**config.mk**
```make
export PLATFORM = sky130hd
export DESIGN_NAME = wdt_guard
export DESIGN_NICKNAME = d
export VERILOG_FILES = /design/src/rtl/wdt_guard_pkg.sv /design/src/rtl/wdt_guard_regs.sv /design/src/rtl/wdt_guard_count.sv /design/src/rtl/wdt_guard_route.sv /design/src/rtl/wdt_guard.sv
export SDC_FILE = /design/constraint.sdc
export NUM_CORES = 1
export LEC_CHECK = 0
export BUFFER_PORTS_ARGS = -buffer_cell sky130_fd_sc_hd__clkbuf_2
export CAP_MARGIN = 20
export CORE_UTILIZATION = 50
export CTS_BUF_LIST = sky130_fd_sc_hd__clkbuf_16
export CTS_CLUSTER_DIAMETER = 100
export CTS_CLUSTER_SIZE = 12
export DETAILED_ROUTE_END_ITERATION = 10
export GPL_ROUTABILITY_DRIVEN = 0
export HOLD_SLACK_MARGIN = 0.1
export PLACE_DENSITY = 0.81
export SYNTH_ARGS = -nofsm -noshare
export SYNTH_HDL_FRONTEND = slang
export SYNTH_SLANG_ARGS = --single-unit
```
**constraint.sdc**
```tcl
create_clock -name clk -period 2.85 [get_ports clk]
set_clock_uncertainty 0.2 [all_clocks]
set_input_delay 0.57 -clock clk [delete_from_list [all_inputs] [get_ports clk]]
set_output_delay 0.57 -clock clk [all_outputs]
set_load 0.02 [all_outputs]
```
**src/rtl/wdt_guard_pkg.sv**
```systemverilog
// Shared constants and types for the key-protected windowed watchdog.
// Assumes a 32-bit write bus with word addresses and 16-bit counter fields.
package wdt_guard_pkg;

    localparam int CNT_W  = 16;
    localparam int DATA_W = 32;
    localparam int ADDR_W = 3;

    localparam logic [CNT_W-1:0] KEY_UNLOCK = 16'h6969;
    localparam logic [CNT_W-1:0] KEY_START  = 16'h3C3C;
    localparam logic [CNT_W-1:0] KEY_FEED   = 16'h5A5A;

    typedef enum logic [ADDR_W-1:0] {
        REG_KEY     = 3'd0,
        REG_TIMEOUT = 3'd1,
        REG_WINDOW  = 3'd2,
        REG_EARLY   = 3'd3,
        REG_CTRL    = 3'd4,
        REG_STATUS  = 3'd5,
        REG_COUNT   = 3'd6
    } reg_idx_e;

    typedef struct packed {
        logic local_sel;   // bit 2: route expiry to local reset (system variant)
        logic sleep_run;   // bit 1: keep counting in sleep (independent variant)
        logic early_en;    // bit 0: early-warning enable
    } ctrl_t;

endpackage

```
**src/rtl/wdt_guard_regs.sv**
```systemverilog
// Register write side of the watchdog: key decoding, unlock state,
// write absorption (busy) and configuration storage.
// Assumes BUSY_CYCLES >= 1 and RESET_TIMEOUT in 1..65535.
module wdt_guard_regs
    import wdt_guard_pkg::*;
#(
    parameter int               SYSTEM_VARIANT = 0,
    parameter int               BUSY_CYCLES    = 2,
    parameter logic [CNT_W-1:0] RESET_TIMEOUT  = 16'hFFFF
) (
    input  logic              clk,
    input  logic              rst_n,
    input  logic              wr_en_i,
    input  logic [ADDR_W-1:0] wr_addr_i,
    input  logic [DATA_W-1:0] wr_data_i,
    input  logic              running_i,
    output logic [CNT_W-1:0]  timeout_o,
    output logic [CNT_W-1:0]  window_o,
    output logic [CNT_W-1:0]  thresh_o,
    output ctrl_t             ctrl_o,
    output logic              unlocked_o,
    output logic              busy_o,
    output logic              start_p_o,
    output logic              feed_p_o,
    output logic              irq_clr_p_o
);

    localparam int BUSY_W = (BUSY_CYCLES < 1) ? 1 : $clog2(BUSY_CYCLES + 1);

    logic [BUSY_W-1:0] busy_cnt;
    logic              accept;
    logic              key_wr;
    logic              cfg_wr;
    logic              upper_zero;
    logic [CNT_W-1:0]  val;
    logic              tmo_allow;
    logic              win_allow;

    assign accept     = wr_en_i && (busy_cnt == '0);
    assign upper_zero = (wr_data_i[DATA_W-1:CNT_W] == '0);
    assign val        = wr_data_i[CNT_W-1:0];
    assign key_wr     = accept && (wr_addr_i == REG_KEY);
    assign cfg_wr     = accept && unlocked_o;

    // Variant-specific edit permission for timeout and window while running.
    generate
        if (SYSTEM_VARIANT != 0) begin : g_sys_lock
            assign tmo_allow = (val != '0) && !running_i;
            assign win_allow = !running_i;
        end else begin : g_ind_lock
            assign tmo_allow = (val != '0) && (!running_i || (val < timeout_o));
            assign win_allow = 1'b1;
        end
    endgenerate

    // Key pulses toward the counter; only exact values with clear upper bits count.
    assign start_p_o   = key_wr && upper_zero && (val == KEY_START);
    assign feed_p_o    = key_wr && upper_zero && (val == KEY_FEED);
    assign irq_clr_p_o = cfg_wr && (wr_addr_i == REG_STATUS) && wr_data_i[1];
    assign busy_o      = (busy_cnt != '0);

    // Busy counter: reloaded by every accepted write, counts down to idle.
    always_ff @(posedge clk) begin
        if (!rst_n) begin
            busy_cnt <= '0;
        end else if (accept) begin
            busy_cnt <= BUSY_W'(BUSY_CYCLES);
        end else if (busy_cnt != '0) begin
            busy_cnt <= busy_cnt - 1'b1;
        end
    end

    // Unlock state: set by the unlock key, cleared by any unknown key value.
    always_ff @(posedge clk) begin
        if (!rst_n) begin
            unlocked_o <= 1'b0;
        end else if (key_wr) begin
            if (upper_zero && (val == KEY_UNLOCK)) begin
                unlocked_o <= 1'b1;
            end else if (!(upper_zero && ((val == KEY_START) || (val == KEY_FEED)))) begin
                unlocked_o <= 1'b0;
            end
        end
    end

    // Configuration storage, written only while unlocked and within the variant's rules.
    always_ff @(posedge clk) begin
        if (!rst_n) begin
            timeout_o <= RESET_TIMEOUT;
            window_o  <= '0;
            thresh_o  <= '0;
            ctrl_o    <= '0;
        end else if (cfg_wr) begin
            case (wr_addr_i)
                REG_TIMEOUT: if (tmo_allow) timeout_o <= val;
                REG_WINDOW:  if (win_allow) window_o  <= val;
                REG_EARLY:   thresh_o <= val;
                REG_CTRL:    ctrl_o   <= ctrl_t'(wr_data_i[2:0]);
                default:     ;
            endcase
        end
    end

endmodule

```
**src/rtl/wdt_guard_count.sv**
```systemverilog
// Down-counter core: start, reload with window check, tick decrement with
// hold, expiry latch and early-warning flag.
// Assumes the timeout is non-zero whenever the start key arrives.
module wdt_guard_count
    import wdt_guard_pkg::*;
(
    input  logic             clk,
    input  logic             rst_n,
    input  logic             tick_i,
    input  logic             hold_i,
    input  logic             start_p_i,
    input  logic             feed_p_i,
    input  logic [CNT_W-1:0] timeout_i,
    input  logic [CNT_W-1:0] window_i,
    input  logic [CNT_W-1:0] thresh_i,
    input  logic             early_en_i,
    input  logic             irq_clr_p_i,
    output logic [CNT_W-1:0] count_o,
    output logic             running_o,
    output logic             expired_o,
    output logic             irq_flag_o
);

    logic active;
    logic step;
    logic early_feed;

    assign active     = running_o && !expired_o;
    assign early_feed = (window_i != '0) && (count_o > window_i);
    assign step       = active && !feed_p_i && tick_i && !hold_i;

    // Count, run state and expiry latch.
    always_ff @(posedge clk) begin
        if (!rst_n) begin
            count_o   <= '0;
            running_o <= 1'b0;
            expired_o <= 1'b0;
        end else if (start_p_i && !running_o) begin
            running_o <= 1'b1;
            count_o   <= timeout_i;
        end else if (active && feed_p_i) begin
            if (early_feed) begin
                expired_o <= 1'b1;
            end else begin
                count_o <= timeout_i;
            end
        end else if (step) begin
            count_o <= count_o - 1'b1;
            if (count_o == CNT_W'(1)) begin
                expired_o <= 1'b1;
            end
        end
    end

    // Early-warning flag: set on the tick that lands on the threshold, cleared by software.
    always_ff @(posedge clk) begin
        if (!rst_n) begin
            irq_flag_o <= 1'b0;
        end else if (step && early_en_i && ((count_o - 1'b1) == thresh_i)) begin
            irq_flag_o <= 1'b1;
        end else if (irq_clr_p_i) begin
            irq_flag_o <= 1'b0;
        end
    end

endmodule

```
**src/rtl/wdt_guard_route.sv**
```systemverilog
// Expiry routing: maps the expiry latch to the global or local reset request.
// The independent variant always uses the global request.
module wdt_guard_route #(
    parameter int SYSTEM_VARIANT = 0
) (
    input  logic expired_i,
    input  logic local_sel_i,
    output logic rst_global_o,
    output logic rst_local_o
);

    logic use_local;

    // Local routing exists only in the system variant.
    assign use_local    = (SYSTEM_VARIANT != 0) && local_sel_i;
    assign rst_global_o = expired_i && !use_local;
    assign rst_local_o  = expired_i && use_local;

endmodule

```
**src/rtl/wdt_guard.sv**
```systemverilog
// Top of the key-protected windowed watchdog. Joins the register block,
// the counter core and the reset routing, forms the hold condition and
// provides the combinational read port.
// Assumes tick_i is a single-cycle enable from an external tick generator.
module wdt_guard
    import wdt_guard_pkg::*;
#(
    parameter int               SYSTEM_VARIANT = 0,
    parameter int               BUSY_CYCLES    = 2,
    parameter logic [CNT_W-1:0] RESET_TIMEOUT  = 16'hFFFF
) (
    input  logic              clk,
    input  logic              rst_n,
    input  logic              tick_i,
    input  logic              dbg_halt_i,
    input  logic              sleep_i,
    input  logic              wr_en_i,
    input  logic [ADDR_W-1:0] wr_addr_i,
    input  logic [DATA_W-1:0] wr_data_i,
    input  logic [ADDR_W-1:0] rd_addr_i,
    output logic [DATA_W-1:0] rd_data_o,
    output logic              busy_o,
    output logic              irq_o,
    output logic              rst_global_o,
    output logic              rst_local_o
);

    logic [CNT_W-1:0] timeout_q;
    logic [CNT_W-1:0] window_q;
    logic [CNT_W-1:0] thresh_q;
    ctrl_t            ctrl_q;
    logic             unlocked;
    logic             start_p;
    logic             feed_p;
    logic             irq_clr_p;
    logic [CNT_W-1:0] count;
    logic             running;
    logic             expired;
    logic             irq_flag;
    logic             hold;

    wdt_guard_regs #(
        .SYSTEM_VARIANT (SYSTEM_VARIANT),
        .BUSY_CYCLES    (BUSY_CYCLES),
        .RESET_TIMEOUT  (RESET_TIMEOUT)
    ) u_regs (
        .clk         (clk),
        .rst_n       (rst_n),
        .wr_en_i     (wr_en_i),
        .wr_addr_i   (wr_addr_i),
        .wr_data_i   (wr_data_i),
        .running_i   (running),
        .timeout_o   (timeout_q),
        .window_o    (window_q),
        .thresh_o    (thresh_q),
        .ctrl_o      (ctrl_q),
        .unlocked_o  (unlocked),
        .busy_o      (busy_o),
        .start_p_o   (start_p),
        .feed_p_o    (feed_p),
        .irq_clr_p_o (irq_clr_p)
    );

    // Hold: debug always; sleep unless the independent variant is told to run.
    assign hold = dbg_halt_i ||
                  (sleep_i && ((SYSTEM_VARIANT != 0) || !ctrl_q.sleep_run));

    wdt_guard_count u_count (
        .clk         (clk),
        .rst_n       (rst_n),
        .tick_i      (tick_i),
        .hold_i      (hold),
        .start_p_i   (start_p),
        .feed_p_i    (feed_p),
        .timeout_i   (timeout_q),
        .window_i    (window_q),
        .thresh_i    (thresh_q),
        .early_en_i  (ctrl_q.early_en),
        .irq_clr_p_i (irq_clr_p),
        .count_o     (count),
        .running_o   (running),
        .expired_o   (expired),
        .irq_flag_o  (irq_flag)
    );

    wdt_guard_route #(
        .SYSTEM_VARIANT (SYSTEM_VARIANT)
    ) u_route (
        .expired_i    (expired),
        .local_sel_i  (ctrl_q.local_sel),
        .rst_global_o (rst_global_o),
        .rst_local_o  (rst_local_o)
    );

    assign irq_o = irq_flag;

    // Read mux over the register words.
    always_comb begin
        rd_data_o = '0;
        case (rd_addr_i)
            REG_TIMEOUT: rd_data_o = DATA_W'(timeout_q);
            REG_WINDOW:  rd_data_o = DATA_W'(window_q);
            REG_EARLY:   rd_data_o = DATA_W'(thresh_q);
            REG_CTRL:    rd_data_o = DATA_W'(ctrl_q);
            REG_STATUS:  rd_data_o = DATA_W'({unlocked, running, irq_flag, busy_o});
            REG_COUNT:   rd_data_o = DATA_W'(count);
            default:     rd_data_o = '0;
        endcase
    end

endmodule

```
==> summary.txt, run 1 <==
Yosys
  – Post-synth cell types: 70
  – Post-synth top flop: dfxtp_1
  – Synth Instances: 652
  – Area contributors post-synth: dfxtp_1 27%, mux2i_1 13%, ha_1 7.7%
  – Async set or reset register ratio after synthesis: 0
  – Register area share after synthesis: 0.272
  – Syn. warnings: 0
  – Post-synthesis register bit count: 73
  – Syn Std Cell Area: 0.00537 mm^2
  – Syn avg cell area: 8.23 um^2
  – Share of the synthesized area in the top cell type: 0.272
  – Number of flops mapped to enable cells by yosys: 0
  – Yosys top cell by area: dfxtp_1

STA
  – Fin. Hold Viols: 0
  – Final setup fails: 0
  – Max-slew headroom: 0.548
  – RSZ-0062 raised after global routing: yes
  – Tmin final: 2.79 ns
  – Least-Margin Pin Slew: 0.678 ns
  – Final WS setup: 0.0598 ns
  – Max Transition Viols Final: 0
  – FMAX: 0.358 GHz
  – Final worst path period share: 0.979

Clock tree
  – Post-CTS setup buffer count: 0
  – Clock Tree Buf Depth: 2
  – CTS Sinks: 73
  – Root Buffer: clkbuf_16
  – CTS tree: done
  – Worst-path clk slew: 0.06 ns
  – H-Tree Depth: 3
  – Skew-Pair Late Insertion Delay: 0.35 ns
  – Num CTS Buffers: 9

Cells and area
  – Nets: 843
  – Area of the multi-input gates: 0.00355 mm^2
  – FF+latch area: 0.00146 mm^2
  – Fillers: 820
  – Most common cell after layout, fill and taps aside: buf_4
  – Most frequent cells in the layout: 76 x buf_4, 72 x dfxtp_1, 70 x mux2i_1
  – N_diodes: 0
  – P&R area growth vs syn: 21.8%
  – Share of layout cells above drive strength 1: 0.231

Worst setup path
  – Arrival time at the worst endpoint: 2.82 ns
  – Worst Setup Path Type: reg -> reg
  – Crit path max fanout: 10
  – Worst setup EP type: register
  – Crit path launch type: register
  – Req. time, crit path: 2.88 ns

GRT
  – Most Crowded Layer GR: met2
  – First-pass GRT wire length: 28200 um
  – Met3 usage: 0.0866
  – Vias in the first global route: 5523
  – GRT overflow: 0
  – Met2 usage: 0.523
  – Met1 usage: 0.383
  – Antenna violations before repair: 0
  – Largest net degree at the start of global routing: 76
  – GRT Util Overall: 0.329

Floorplan
  – Chip height: 106 um
  – Starting Density: 0.517
  – Die Span X: 106 um
  – Row count: 37
  – Core area: 0.0104 mm^2
  – Die area: 0.0112 mm^2
  – I/O pin count: 80

Placement
  – I/O Buffers: 62
  – Pre-CTS setup slack: -0.195 ns
  – Hpwl dp: 13300 um

Detailed routing
  – Antenna Nets Post-Route: 0
  – DR vias: 5718
  – WL final: 18000 um
  – 1st-iter DRT viols: 900
  – Routed vias/inst: 6.31
  – TritonRoute pass-1 iters: 8
  – DRC: 0
  – DR WL/cell: 19.9 um

Pwr
  – VDD IR max: 0.331 mV
  – Total power draw: 0.00230 W
  – Leakage: 3.19 nW
  – PwrDens: 351 mW/mm^2

Run status
  – Status: completed

Job
  – Max-capacitance violation count: 0

Hold path
  – HP Class: reg -> reg
final timing paths:
check | start | end | slack, ns | cells after the start
setup / recovery | u_regs.busy_cnt[1] | u_count.count_o[14] | 0.06 | 7
hold / removal | u_regs.timeout_o[2] | u_regs.timeout_o[2] | 0.29 | 2
setup reg to reg | u_regs.busy_cnt[1] | u_count.count_o[14] | 0.06 | 7
hold reg to reg | u_regs.timeout_o[2] | u_regs.timeout_o[2] | 0.29 | 2
Yosys cell counts, types with 4 or more instances:
library cell / instances
or4_1: 4
dfxtp_1: 73
xnor2_1: 13
a32oi_1: 4
a21o_1: 13
ha_1: 33
nand3_1: 9
a221oi_1: 4
and3_1: 5
buf_4: 18
a21oi_1: 35
o211ai_1: 8
nor4_1: 18
o21ai_1: 4
nor2b_1: 39
nand4_1: 13
nor2_1: 36
nor3_1: 6
clkbuf_1: 28
o32ai_1: 5
o221a_1: 5
a31oi_1: 5
mux2i_1: 70
a21boi_1: 4
o21ai_0: 24
nand2_1: 62
inv_1: 40
xor2_1: 10
per-stage QoR:
step / hold WS [ns] / area [um^2] / instances / TNS [ns] / util
2_1_floorplan: 0.245 / 5430 / 668 / -0.193 / -
3_3_place_gp: 0.259 / 6250 / 891 / -2.77 / 0.602
3_5_place_dp: 0.279 / 6250 / 891 / -4.38 / 0.602
4_1_cts: 0.292 / 6510 / 906 / 0 / 0.628
5_1_grt: 0.320 / 6540 / 906 / -0.0278 / 0.631
6_report: 0.286 / 6540 / 906 / 0 / 0.631
registers in the layout (all words and copies together) (netlist names):
name,cells
u_regs.ctrl_o,3
u_regs.timeout_o,16
u_count.expired_o,1
u_regs.thresh_o,16
u_count.running_o,1
u_regs.busy_cnt,2
u_count.count_o,16
u_count.irq_flag_o,1
u_regs.window_o,16
u_regs.unlocked_o,1
worst max-delay path, cell delays in order (launching register included):
cell and delay (ns):
dfxtp_1 0.33, or3b_4 0.40, or4_4 0.46, nor4_4 0.16
or4b_4 0.54, nor2_4 0.26, a21oi_1 0.07, o221a_1 0.25
cell families after synthesis:
kind of cell,after synthesis,synth area share
other,1,0.000699
xor gates and xnor gates,23,0.0375
and+or+nand+nor,219,0.218
DFF,73,0.272
buffers and inverters,94,0.0867
AOI/OAI and AO/OA,137,0.173
muxes,72,0.135
adders and majority gates,33,0.0769
area by class of cell:
type / count / share of cell area
Multi-Input combinational cell: 501 / 0.543
Sequential cell: 73 / 0.224
Timing Repair Buffer: 141 / 0.144
Clock buffer: 9 / 0.0344
Tap cell: 136 / 0.0260
Inverter: 40 / 0.0230
Clock inverter: 6 / 0.00555
metal layers:
metal	share of wire	vias up
met4	0.070	0
met2	0.45	412
li1	-	2534
met1	0.37	2654
met3	0.11	118
met5	0	-
power by group:
| part | internal [W] | switching (W) | leakage (nW) |
|---|---|---|---|
| Combinational | 0.0000891 | 0.000154 | 2.48 |
| Clock | 0.000577 | 0.000453 | 0.121 |
| Sequential | 0.00102 | 0.00000152 | 0.589 |
repair_timing:
action / CTS / global route
gates resized for setup: 1 / 7
endpoints found under the setup margin: 2 / 23
pin swaps: 0 / 1
hold buffers: 0 / 0
No activity file was read; power rests on OpenSTA's default activity.
==> run 2, diff against run 1 <==
--- a/config.mk
+++ b/config.mk
@@ -7,6 +7,7 @@
 export LEC_CHECK = 0
 export BUFFER_PORTS_ARGS = -buffer_cell sky130_fd_sc_hd__clkbuf_2
 export CAP_MARGIN = 20
+export CORE_MARGIN = 5
 export CORE_UTILIZATION = 50
 export CTS_BUF_LIST = sky130_fd_sc_hd__clkbuf_16
 export CTS_CLUSTER_DIAMETER = 100
@@ -15,6 +16,7 @@
 export GPL_ROUTABILITY_DRIVEN = 0
 export HOLD_SLACK_MARGIN = 0.1
 export PLACE_DENSITY = 0.81
+export SETUP_SLACK_MARGIN = 0.3
 export SYNTH_ARGS = -nofsm -noshare
 export SYNTH_HDL_FRONTEND = slang
 export SYNTH_SLANG_ARGS = --single-unit
==> run 2 against run 1 <==
- the flow now finishes with violations (DRC)
- hold slack worse by 0.0034 ns
- maximum frequency down 1.2%
- wire length up 18%
- combinational power up 11%
- non-clock buffer count up 23
- first-iteration DRC count down 2.2%
- highest routed layer unchanged
==> summary.txt, run 2 (same netlist as run 1, synthesis figures left out) <==
STA
  – Final worst path period share: 0.991 (+0.0118)
  – Tmin final: 2.82 ns (+0.0337 ns)
  – RSZ-0062 raised after global routing: yes
  – Final WS setup: 0.0261 ns (-0.0337 ns)
  – Final TNS setup: 0 ns (unchanged)
  – Fin. Hold Viols: 0 (unchanged)
  – Final setup fails: 0 (unchanged)
  – Max Transition Viols Final: 0 (unchanged)
  – Max-slew headroom: 0.514 (-0.0342)
  – FMAX: 0.354 GHz (-1.2%)
  – Least-Margin Pin Slew: 0.730 ns (+0.0513 ns)

Detailed routing
  – Highest Signal Layer: met4
  – Routed vias/inst: 6.66 (+5.6%)
  – 1st-iter DRT viols: 880 (-2.2%)
  – Routed wire length on met3: 2480 um (+20%)
  – Met2 Wirelength: 9600 um (+18%)
  – TritonRoute pass-1 iters: 9 (+1)
  – WL final: 21300 um (+18%)
  – Antenna Nets Post-Route: 0 (unchanged)
  – DRC: 1 (+1)
  – DR WL/cell: 22.9 um (+15%)
  – M1 WL: 7370 um (+12%)
  – DR vias: 6204 (+8.5%)

Floorplan
  – Die area: 0.0129 mm^2 (+16%)
  – Die Span X: 114 um (+7.6%)
  – Core area: 0.0104 mm^2 (+0.45%)
  – I/O pin count: 80 (unchanged)
  – Chip height: 114 um (+7.6%)
  – Starting Density: 0.515 (-0.00230)
  – Row count: 37 (unchanged)

Job
  – Max-capacitance violation count: 0 (unchanged)

Clock tree
  – CTS tree: done
  – Num CTS Buffers: 9 (unchanged)
  – Skew-Pair Late Insertion Delay: 0.35 ns (about the same)
  – Root Buffer: clkbuf_16
  – Clock Tree Buf Depth: 2 (unchanged)
  – Worst-path clk slew: 0.06 ns (about the same)
  – H-Tree Depth: 3 (unchanged)
  – CTS Sinks: 73 (unchanged)

Worst setup path
  – Req. time, crit path: 2.88 ns (about the same)
  – Crit path launch type: register
  – Arrival time at the worst endpoint: 2.86 ns (+0.04 ns)
  – Worst Setup Path Type: reg -> reg
  – Crit path max fanout: 5 (-5)
  – Worst setup EP type: register

Cells and area
  – P&R area growth vs syn: 33.5%
  – Share of layout cells above drive strength 1: 0.337 (+0.106)
  – N_diodes: 0 (unchanged)
  – Nets: 867 (+2.8%)
  – Final core occ: 0.688 (+0.0573)
  – Most frequent cells in the layout: 90 x buf_4, 68 x mux2i_1, 61 x nand2_1
  – Most common cell after layout, fill and taps aside: buf_4
  – Fillers: 645 (-21%)
  – Post-route insts no fill: 931 (+2.8%)

Pwr
  – PwrDens: 346 mW/mm^2 (-1.3%)
  – Leakage: 3.38 nW (+6.0%)
  – VDD IR max: 0.300 mV (-9.6%)
  – Total power draw: 0.00248 W (+8.1%)

GRT
  – Largest net degree at the start of global routing: 76 (unchanged)
  – First-pass GRT wire length: 30000 um (+6.2%)
  – Vias in the first global route: 5814 (+5.3%)
  – GRT Util Overall: 0.295 (-0.0332)
  – Antenna violations before repair: 0 (unchanged)
  – GRT overflow: 0 (unchanged)

Hold path
  – HP Class: reg -> reg

Run status
  – Failing checks: DRC
  – Status: finished with violations

Placement
  – I/O Buffers: 62 (unchanged)
  – Placed insts: 899 (+0.90%)
  – Pre-CTS setup slack: -0.207 ns (-0.0124 ns)
  – Hpwl dp: 13500 um (+1.4%)
[run 2: cell types whose count changed in the layout (fill, tap and decap cells not counted), sizes merged]
| cell | before | now |
|---|---|---|
| bufinv | 0 | 1 |
| clkinv | 3 | 2 |
| nor2 | 37 | 38 |
| clkbuf | 71 | 70 |
| buf | 79 | 103 |
| inv | 40 | 41 |
[run 2: area by class of cell]
| type | instances | area, um^2 | share of cell area |
|---|---|---|---|
| Sequential cell | 73 | 1490 | 0.208 |
| Inverter | 40 | 156 | 0.0218 |
| Clock buffer | 9 | 225 | 0.0314 |
| Timing Repair Buffer | 164 | 1180 | 0.165 |
| Multi-Input combinational cell | 502 | 3870 | 0.540 |
| Clock inverter | 7 | 78.8 | 0.0110 |
| Tap cell | 136 | 170 | 0.0238 |
[run 2: report_power, final]
part           internal (W)  switching (W)  total [W]
Clock              0.000687       0.000505    0.00119
Combinational      0.000103       0.000166   0.000269
Sequential          0.00102     0.00000130    0.00102
[run 2: worst max-delay path: stages, from the launching register on]
cell      delay (ns)
dfxtp_2         0.32
or3b_4          0.39
or4_4           0.46
nor4_4          0.19
or4b_4          0.58
o22ai_4         0.30
a211o_1         0.20
a21boi_1        0.08
[run 2: final timing paths]
kind | startpoint | to | slack [ns] | depth (start not counted)
max | u_regs.busy_cnt[1] | u_count.count_o[1] | 0.03 | 7
min | u_regs.timeout_o[2] | u_regs.timeout_o[2] | 0.28 | 2
max reg2reg | u_regs.busy_cnt[1] | u_count.count_o[1] | 0.03 | 7
min reg2reg | u_regs.timeout_o[2] | u_regs.timeout_o[2] | 0.28 | 2
[run 2: through the flow]
| stage | instance area [um^2] | hold WS [ns] |
|---|---|---|
| 2_1_floorplan | 5480 | 0.245 |
| 4_1_cts | 6840 | 0.286 |
| 3_5_place_dp | 6330 | 0.270 |
| 5_1_grt | 7160 | 0.332 |
| 3_3_place_gp | 6330 | 0.260 |
| 6_report | 7160 | 0.283 |
[run 2: routing by layer]
layer  vias to the layer above  global-route usage
li1                       2595                   -
met1                      2839               0.346
met2                       580               0.494
met3                       190              0.0488
met4                         0               0.200
met5                         -                   0
[run 2: repair_timing]
action	CTS	global route
gates cloned	2	0
hold buffers	0	0
resized for setup	32	70
endpoints found under the setup margin	36	42
pin swaps	12	26
setup buffers	5	9
